**config.mk**
```make
export PLATFORM = sky130hd
export DESIGN_NAME = tri_deadtime_ctrl
export DESIGN_NICKNAME = d
export VERILOG_FILES = /design/src/rtl/dtc_pkg.sv /design/src/rtl/dtc_cfg_reg.sv /design/src/rtl/dtc_phase.sv /design/src/rtl/tri_deadtime_ctrl.sv
export SDC_FILE = /design/constraint.sdc
export NUM_CORES = 1
export LEC_CHECK = 0
export BUFFER_PORTS_ARGS = -buffer_cell sky130_fd_sc_hd__buf_2
export CAP_MARGIN = 10
export CORE_MARGIN = 2
export CORE_UTILIZATION = 40
export CTS_BUF_LIST = sky130_fd_sc_hd__clkbuf_2
export DETAILED_ROUTE_END_ITERATION = 12
export GPL_TIMING_DRIVEN = 1
export PLACE_DENSITY = 0.63
export SLEW_MARGIN = 0
export SYNTH_ARGS = -nofsm -noshare
export SYNTH_HDL_FRONTEND = slang
export SYNTH_SLANG_ARGS = --single-unit
```
**constraint.sdc**
```tcl
create_clock -name clk -period 5.75 [get_ports clk]
set_input_delay 0.575 -clock clk [delete_from_list [all_inputs] [get_ports clk]]
set_output_delay 0.575 -clock clk [all_outputs]
set_load 0.005 [all_outputs]
```
**src/rtl/dtc_pkg.sv**
```systemverilog
package dtc_pkg;

   // Dead time in tenths of a microsecond for a 2-bit code: 21, 16, 11, 6
   function automatic int dead_tenths(input logic [1:0] code);
      return 21 - 5 * int'(code);
   endfunction

   // Dead time in clock cycles for a clock given in MHz
   function automatic int dead_cycles(input logic [1:0] code, input int clk_mhz);
      return (dead_tenths(code) * clk_mhz) / 10;
   endfunction

endpackage

```
**src/rtl/dtc_cfg_reg.sv**
```systemverilog
module dtc_cfg_reg #(
   parameter int CW = 2
) (
   input  logic          clk,
   input  logic          rst_n,
   input  logic          wr,
   input  logic [CW-1:0] wdata,
   output logic [CW-1:0] code
);

   always_ff @(posedge clk or negedge rst_n) begin
      if (!rst_n)  code <= '0;
      else if (wr) code <= wdata;
   end

endmodule

```
**src/rtl/dtc_phase.sv**
```systemverilog
module dtc_phase #(
   parameter int CLK_MHZ = 10
) (
   input  logic       clk,
   input  logic       rst_n,
   input  logic       shdn,
   input  logic       hi_cmd,
   input  logic       lo_cmd,
   input  logic [1:0] code,
   output logic       hi_q,
   output logic       lo_q
);

   localparam int MAXC = dtc_pkg::dead_cycles(2'b00, CLK_MHZ);
   localparam int CW   = $clog2(MAXC + 1);

   logic [CW-1:0] cnt;
   logic [CW-1:0] tgt;
   logic          hi_req, lo_req, gap_done;

   assign hi_req   = hi_cmd & ~lo_cmd;
   assign lo_req   = lo_cmd & ~hi_cmd;
   assign gap_done = (cnt == tgt);

   always_ff @(posedge clk or negedge rst_n) begin
      if (!rst_n) begin
         hi_q <= 1'b0;
         lo_q <= 1'b0;
         cnt  <= '0;
         tgt  <= CW'(MAXC);
      end else if (shdn) begin
         hi_q <= 1'b0;
         lo_q <= 1'b0;
         cnt  <= '0;
         tgt  <= CW'(dtc_pkg::dead_cycles(code, CLK_MHZ));
      end else begin
         hi_q <= hi_req & (hi_q | (~lo_q & gap_done));
         lo_q <= lo_req & (lo_q | (~hi_q & gap_done));
         if (hi_q | lo_q) begin
            cnt <= CW'(1);
            tgt <= CW'(dtc_pkg::dead_cycles(code, CLK_MHZ));
         end else if (!gap_done) begin
            cnt <= cnt + CW'(1);
         end
      end
   end


   no_overlap_chk: assert property (@(posedge clk) disable iff (!rst_n)
      !(hi_q && lo_q));


   gap_before_on_chk: assert property (@(posedge clk) disable iff (!rst_n)
      ($rose(hi_q) || $rose(lo_q)) |-> $past(!hi_q && !lo_q));


   both_cmd_off_chk: assert property (@(posedge clk) disable iff (!rst_n)
      (hi_cmd && lo_cmd) |=> (!hi_q && !lo_q));


   shdn_clear_chk: assert property (@(posedge clk) disable iff (!rst_n)
      shdn |=> (!hi_q && !lo_q));


   tgt_frozen_chk: assert property (@(posedge clk) disable iff (!rst_n)
      (!hi_q && !lo_q && !shdn) |=> $stable(tgt));


   cnt_range_chk: assert property (@(posedge clk) disable iff (!rst_n)
      cnt <= tgt);

endmodule

```
**src/rtl/tri_deadtime_ctrl.sv**
```systemverilog
module tri_deadtime_ctrl #(
   parameter int NPH     = 3,
   parameter int CLK_MHZ = 10
) (
   input  logic           clk,
   input  logic           rst_n,
   input  logic           shdn,
   input  logic           cfg_wr,
   input  logic [1:0]     cfg_code,
   input  logic [NPH-1:0] hs_cmd,
   input  logic [NPH-1:0] ls_cmd,
   output logic [NPH-1:0] hs_en,
   output logic [NPH-1:0] ls_en
);

   localparam int CODE_W = 2;

   generate
      if (NPH < 1) begin : g_bad_nph
         $error("NPH must be at least 1");
      end
      if (CLK_MHZ < 10 || (CLK_MHZ % 10) != 0) begin : g_bad_clk
         $error("CLK_MHZ must be a positive multiple of 10");
      end
   endgenerate

   logic [CODE_W-1:0] code;
   logic [NPH-1:0]    hi_q, lo_q;

   dtc_cfg_reg #(.CW(CODE_W)) u_cfg (
      .clk   (clk),
      .rst_n (rst_n),
      .wr    (cfg_wr),
      .wdata (cfg_code),
      .code  (code)
   );

   generate
      for (genvar p = 0; p < NPH; p++) begin : g_ph
         dtc_phase #(.CLK_MHZ(CLK_MHZ)) u_ph (
            .clk    (clk),
            .rst_n  (rst_n),
            .shdn   (shdn),
            .hi_cmd (hs_cmd[p]),
            .lo_cmd (ls_cmd[p]),
            .code   (code),
            .hi_q   (hi_q[p]),
            .lo_q   (lo_q[p])
         );
      end
   endgenerate

   assign hs_en = hi_q & ~{NPH{shdn}};
   assign ls_en = lo_q & ~{NPH{shdn}};


   shdn_outputs_off_chk: assert property (@(posedge clk) disable iff (!rst_n)
      $past(shdn) |-> (hs_en == '0 && ls_en == '0));

endmodule

```
==> out/results.ini, run 1 <==
[yosys]
ys_ff_latch=38
synth.most_common_cell=nor2_1
syn_nets=254
synthTopCellsByArea=dfrtp_1, dfstp_2, ha_1
yosys.area.top_type=dfrtp_1
dominantRegCellSynth=dfrtp_1
synth_top_area_share_pct=32.06
synth_warnings=0
async_flop_share_pct=100.0
synth_edf_count=0
synthTopCellsByCount=nor2_1, dfrtp_1, a21oi_1
synth_area_um2=2263
yosysSeqAreaShare_pct=42.51
synth_cell_type_count=40
synth_cells=229
synth_area_per_cell_um2=9.884

[detailed_routing]
avgViaCountPerCell=4.984
wl_per_cell_um=12.07
via_count=1580
ant_nets=0
wl_mm=3.826
dr.pass1.iters=4
route.detailed.drc=0
drt_iter0_drc=79

[flow_run]
drv_cap=0

[timing]
post-route-period-util_pct=39.59
worstMarginPinSlew_ps=807.8
tns_ps=0
max_slew_margin_pct=46.14
setup_slack_ps=3474
fmax_ghz=0.4393
period_minus_slack_ps=2276
rsz0062_at_grt=no
slew_viol_final=0
setup_violations=0
skew_ps=11.90
hold_slack_ps=248.8
hold_viol_final=0

[die]
fp-row-count=27
start_util_pct=41.36
dieArea_um2=6277
die_w_um=79.23
die_h_um=79.23
core_um2=5473
ios=18

[grt]
grt_overflow=0
grt_start_max_net_pins=39
track_usage_pct=13.80
grt_pass1_wl_mm=6.906
grt_pass1_vias=1538
antenna_found_initial=0

[setup_path]
critPathTopFamily=compound AO/OA/AOI/OAI gates
cp_max_fo=8
rr_startpoint=u_cfg.code[0]$_DFFE_PN0P_
cp-end-kind=register
start_kind=register
cpMaxStageDelayCell=dfrtp_1
reg2regPathDepth=9
path_depth=9
path_class=register to register
cp_data_required_time_ps=6070
critical_path.cell_chain=inv_1 > ha_1 > inv_1 > ha_1 > o211ai_1 > a32oi_1 > o21ai_0 > nand3b_1 > a31oi_1
cp_slowest_stage_delay_ps=470
rrSetupSlack_ps=3470
arrival_ps=2590
r2r-end=g_ph[2].u_ph.tgt[0]$_DFFE_PN1P_
crit_buf_inv=2

[power]
p_leak_nw=1.154
ir_drop_mv=0.1329
power_w=0.0005863
power_density_nw_per_um2=242.8

[cells_and_area]
n_antenna_cell=0
multi_input_area_um2=1224
fin_area_um2=2415
seqCellArea_um2=962.2
drive_gt1_share_pct=20.41
syn_to_final_growth_pct=6.689
fill_cells=554
fin_nets=269

[clock_network]
cts_resized=0
root_buffer=clkbuf_2
post-cts-setup-buffers=0
cts_tree=done
insertion_delay_ps=380
hold_buffers=0
cts.sinks=38
clockBufferDepth=2
path_clk_slew_ps=180
cts_buffers=5
htreeDepth=2

[place]
hpwl_mm=2.725
gp_congestion=0.7941
place_ws_ps=3514
place_area_um2=2376
port_buffers=17

[hold_path]
min-delay-path-class=primary input to async pin

[run_status]
outcome=complete, no violations

## cell usage in the layout, fill, tap and decap left out, drive strengths merged, types with 3 or more instances in the layout
master	Yosys	layout
nor3	3	3
xnor2	14	14
dfstp	9	9
inv	4	4
mux2	3	3
o21ai	7	7
o2111ai	3	3
a31oi	3	3
nand3	9	9
nand2	9	9
a21oi	21	21
nor2	43	43
nor2b	10	10
xor2	13	13
ha	13	13
or3	3	3
buf	9	17
o211a	6	6
dfrtp	29	29
clkbuf	0	6
## cell families (layout without fill, tap and decap cells)
family	Yosys count	count (layout)	share of synthesized area [%]
and+or+nand+nor	81	81	17.91
AOI/OAI and AO/OA	52	52	16.14
DFF	38	38	42.51
xor gates and xnor gates	27	27	10.45
adders and majority gates	13	13	7.186
buffers and inverters	13	29	3.427
muxes	5	5	2.377
## worst reg2reg max path: cells and delay by family (launching register included)
family                     cells  cell delay (ps)
and+or+nand+nor                1              160
buffers and inverters          2              290
DFF                            1              470
AOI/OAI and AO/OA              4              680
adders and majority gates      2              640
## area by class of cell
type	instances	share of cell area, %
multi-input cells	178	50.67
flip-flops and latches	38	39.84
well taps	72	3.731
repair buffers	17	3.523
clock buffers	6	1.244
inverters	4	0.6218
clock inverters	2	0.3627
## how the worst max path moves through the flow
stage                                    from                         endpoint
detailed placement  u_cfg.code[0]$_DFFE_PN0P_  g_ph[2].u_ph.tgt[0]$_DFFE_PN1P_
CTS                 u_cfg.code[0]$_DFFE_PN0P_  g_ph[0].u_ph.tgt[0]$_DFFE_PN1P_
floorplan           u_cfg.code[0]$_DFFE_PN0P_  g_ph[0].u_ph.tgt[0]$_DFFE_PN1P_
global placement    u_cfg.code[0]$_DFFE_PN0P_  g_ph[0].u_ph.tgt[0]$_DFFE_PN1P_
finish              u_cfg.code[0]$_DFFE_PN0P_  g_ph[2].u_ph.tgt[0]$_DFFE_PN1P_
global route        u_cfg.code[0]$_DFFE_PN0P_  g_ph[0].u_ph.tgt[0]$_DFFE_PN1P_
## power breakdown
part           switching, W  total, W  leakage [nW]  internal (W)
clock network     0.0000824  0.000112        0.0304     0.0000299
registers         0.0000269  0.000329         0.478      0.000302
logic             0.0000815  0.000145         0.646     0.0000637
total              0.000191  0.000586          1.15      0.000396
## registers in the layout (all words and copies together), names as in the netlist
name and cells:
u_cfg.code 2, g_ph.u_ph.hi_q 3, g_ph.u_ph.cnt 15, g_ph.u_ph.lo_q 3, g_ph.u_ph.tgt 15
## per-layer routing
layer / up-vias / GRT usage, % / wire (um)
li1: 815 / - / -
met1: 742 / 19.72 / 1988
met2: 18 / 20.68 / 1696
met3: 5 / 3.068 / 106
met4: 0 / 4.655 / 35
met5: - / 0 / 0
## through the flow
step / std cells / util [%]
after CTS: 317 / 44.12
after global placement: 309 / 43.42
after floorplan: 229 / -
after detailed placement: 309 / 43.42
final: 317 / 44.12
after global routing: 317 / 44.12
No activity file was read; power rests on OpenSTA's default activity.
==> inputs of run 2 (changes only) <==
- ABC_AREA: not set -> 1
- PLACE_DENSITY: 0.63 -> 0.65
- clock period: 5.75 -> 2 ns (I/O delays scaled with it)
==> run 2 against run 1 <==
Effect of this change:
- the flow now finishes with violations (setup timing)
- wire length increased by 17%
- cell area up 17%
- sequential cell count is the same
- total power rose to 3.4 times the previous value
- non-clock buffer count rose by 33
- largest cell class unchanged
==> out/results.ini, run 2 <==
[grt]
grt_pass1_wl_mm=7.769
track_usage_pct=15.54
antenna_found_initial=0
grt_start_max_net_pins=38
grt_pass1_vias=1807
grt_overflow=0

[yosys]
synth_edf_count=0
synth_top_area_share_pct=32.81
syn_nets=305
synth_cell_type_count=32
synth_area_per_cell_um2=7.900
yosysSeqAreaShare_pct=43.50
synth.most_common_cell=nand2_1
async_flop_share_pct=100.0
synthTopCellsByCount=nand2_1, inv_1, dfrtp_1
synth_cells=280
ys_ff_latch=38
synth_warnings=0
dominantRegCellSynth=dfrtp_1
synthTopCellsByArea=dfrtp_1, dfstp_2, nand2_1
synth_area_um2=2212
yosys.area.top_type=dfrtp_1

[cells_and_area]
layout_commonest_cell=nand2_1
fill_cells=521
syn_to_final_growth_pct=28.17
n_antenna_cell=0
drive_gt1_share_pct=28.14
multi_input_area_um2=1227
mostFrequentLayoutCells=nand2_1, inv_1, dfrtp_1, nor2_1, buf_4
seqCellArea_um2=964.7
reg.largest.list=g_ph.u_ph.cnt (15), g_ph.u_ph.tgt (15)
fin_nets=358

[clock_network]
cts_buffers=5
cts_tree=done
htreeDepth=2
path_clk_slew_ps=190
cts.sinks=38
insertion_delay_ps=380
root_buffer=clkbuf_2
clockBufferDepth=2

[power]
ir_drop_mv=0.3528
p_leak_nw=1.391
power_density_nw_per_um2=705.5

[timing]
slew_viol_final=0
fmax_ghz=0.4915
period_minus_slack_ps=2035
setup_violations=3
post-route-period-util_pct=101.7
rsz0062_at_grt=yes
worstMarginPinSlew_ps=799.5
max_slew_margin_pct=46.70
skew_ps=18.82
setup_slack_ps=-34.68
tns_ps=-70.42
hold_viol_final=0

[place]
port_buffers=17
gp_congestion=0.8008
place_ws_ps=-75.50
hpwl_mm=3.188

[die]
die_h_um=78.37
core_um2=5439
die_w_um=78.37
ios=18
start_util_pct=40.67
fp-row-count=27
dieArea_um2=6141

[setup_path]
cp_data_required_time_ps=2310
start_kind=register
reg2regPathDepth=15
rr_startpoint=u_cfg.code[1]$_DFFE_PN0P_
rrSetupSlack_ps=-30
path_class=register to register
r2r-end=g_ph[1].u_ph.tgt[0]$_DFFE_PN1P_
cp_max_fo=5
arrival_ps=2350
cp-end-kind=register

[detailed_routing]
wl_per_cell_um=10.99
wl_mm=4.463
route.detailed.drc=0
ant_nets=0
avgViaCountPerCell=4.712
dr.pass1.iters=4
via_count=1913
drt_iter0_drc=78

[run_status]
violations=setup timing
outcome=finished, violations left

[hold_path]
min-delay-start=hs_cmd[2]
min-delay-path-class=primary input to register
min_path_cells=3
min_delay_worst_endpoint=g_ph[2].u_ph.hi_q$_DFF_PN0_

[flow_run]
drv_cap=0

==> run 2: how the worst max path moves through the flow <==
stage                               from                              end  slack (ps)  cells after the start
2_1_floorplan  u_cfg.code[0]$_DFFE_PN0P_  g_ph[0].u_ph.tgt[0]$_DFFE_PN1P_          10                     16
3_3_place_gp   u_cfg.code[0]$_DFFE_PN0P_  g_ph[2].u_ph.tgt[0]$_DFFE_PN1P_           5                     16
3_5_place_dp   u_cfg.code[0]$_DFFE_PN0P_  g_ph[1].u_ph.tgt[0]$_DFFE_PN1P_         -80                     14
4_1_cts        u_cfg.code[1]$_DFFE_PN0P_  g_ph[1].u_ph.tgt[0]$_DFFE_PN1P_         -20                     17
5_1_grt        u_cfg.code[1]$_DFFE_PN0P_  g_ph[1].u_ph.tgt[0]$_DFFE_PN1P_        -150                     17
6_report       u_cfg.code[1]$_DFFE_PN0P_  g_ph[1].u_ph.tgt[0]$_DFFE_PN1P_         -30                     15
==> run 2: logic make-up (layout without fill, tap and decap cells) <==
group	count (synthesis)	in the layout	synth area share [%]
DFF	38	38	43.50
buffers and inverters	44	98	7.466
and+or+nand+nor	121	121	24.38
xor gates and xnor gates	11	11	4.356
AOI/OAI and AO/OA	53	53	12.95
adders and majority gates	13	13	7.353
==> run 2: repair_timing <==
action                                  4_1_cts  5_1_grt
hold buffers                                  4        0
endpoints found under the setup margin        3        3
buffers inserted                              4        3
hold endpoints to repair                     32        0
pin swaps                                    11       23
gates resized for setup                      25       13
==> run 2: report_power, final <==
part	leakage (nW)	switching, W	total [W]	internal [W]
clock network	0.0304	0.000240	0.000327	0.0000861
logic	0.881	0.000366	0.000679	0.000314
registers	0.479	0.0000940	0.000994	0.000900
==> run 2: stage by stage <==
step | std cells | cell area (um^2) | hold slack, ps | utilization, % | total power (W)
6_report | 406 | 2835 | 26.54 | 52.13 | 0.002000
5_1_grt | 406 | 2835 | 1.536 | 52.13 | 0.002161
4_1_cts | 403 | 2751 | 0.2645 | 50.59 | 0.001992
3_5_place_dp | 387 | 2551 | 341.0 | 46.91 | 0.001605
3_3_place_gp | 387 | 2551 | 336.9 | 46.91 | 0.001593
2_1_floorplan | 280 | 2226 | -95.59 | - | 0.001408
==> run 2: cell type report <==
cell class,instances,area share (%)
sequential,38,34.02
clock buffer,6,1.059
inverter,40,5.649
timing repair buffer,50,12.49
clock inverter,2,0.3089
tap,72,3.177
multi-input combinational,198,43.29
==> run 2: routing by layer <==
layer	share of wire, %	wire length [um]	track usage (%)
met3	2.6	114	3.448
met5	0	0	0
met2	48	2143	25.86
met4	0.72	32	3.684
met1	49	2172	20.74
==> run 2: worst max-delay path, cell delays in order (launching register included) <==
cell     delay [ps]
dfrtp_2         480
inv_4           110
ha_4            180
inv_4            40
ha_4            270
nand2_4          50
nand2_4          80
nand3_4          90
nand3_2          90
nand2_1          50
nand2_1          60
nand3_2          70
a21oi_2         140
nand4_2         140
nand2_1          80
nand2_1          50
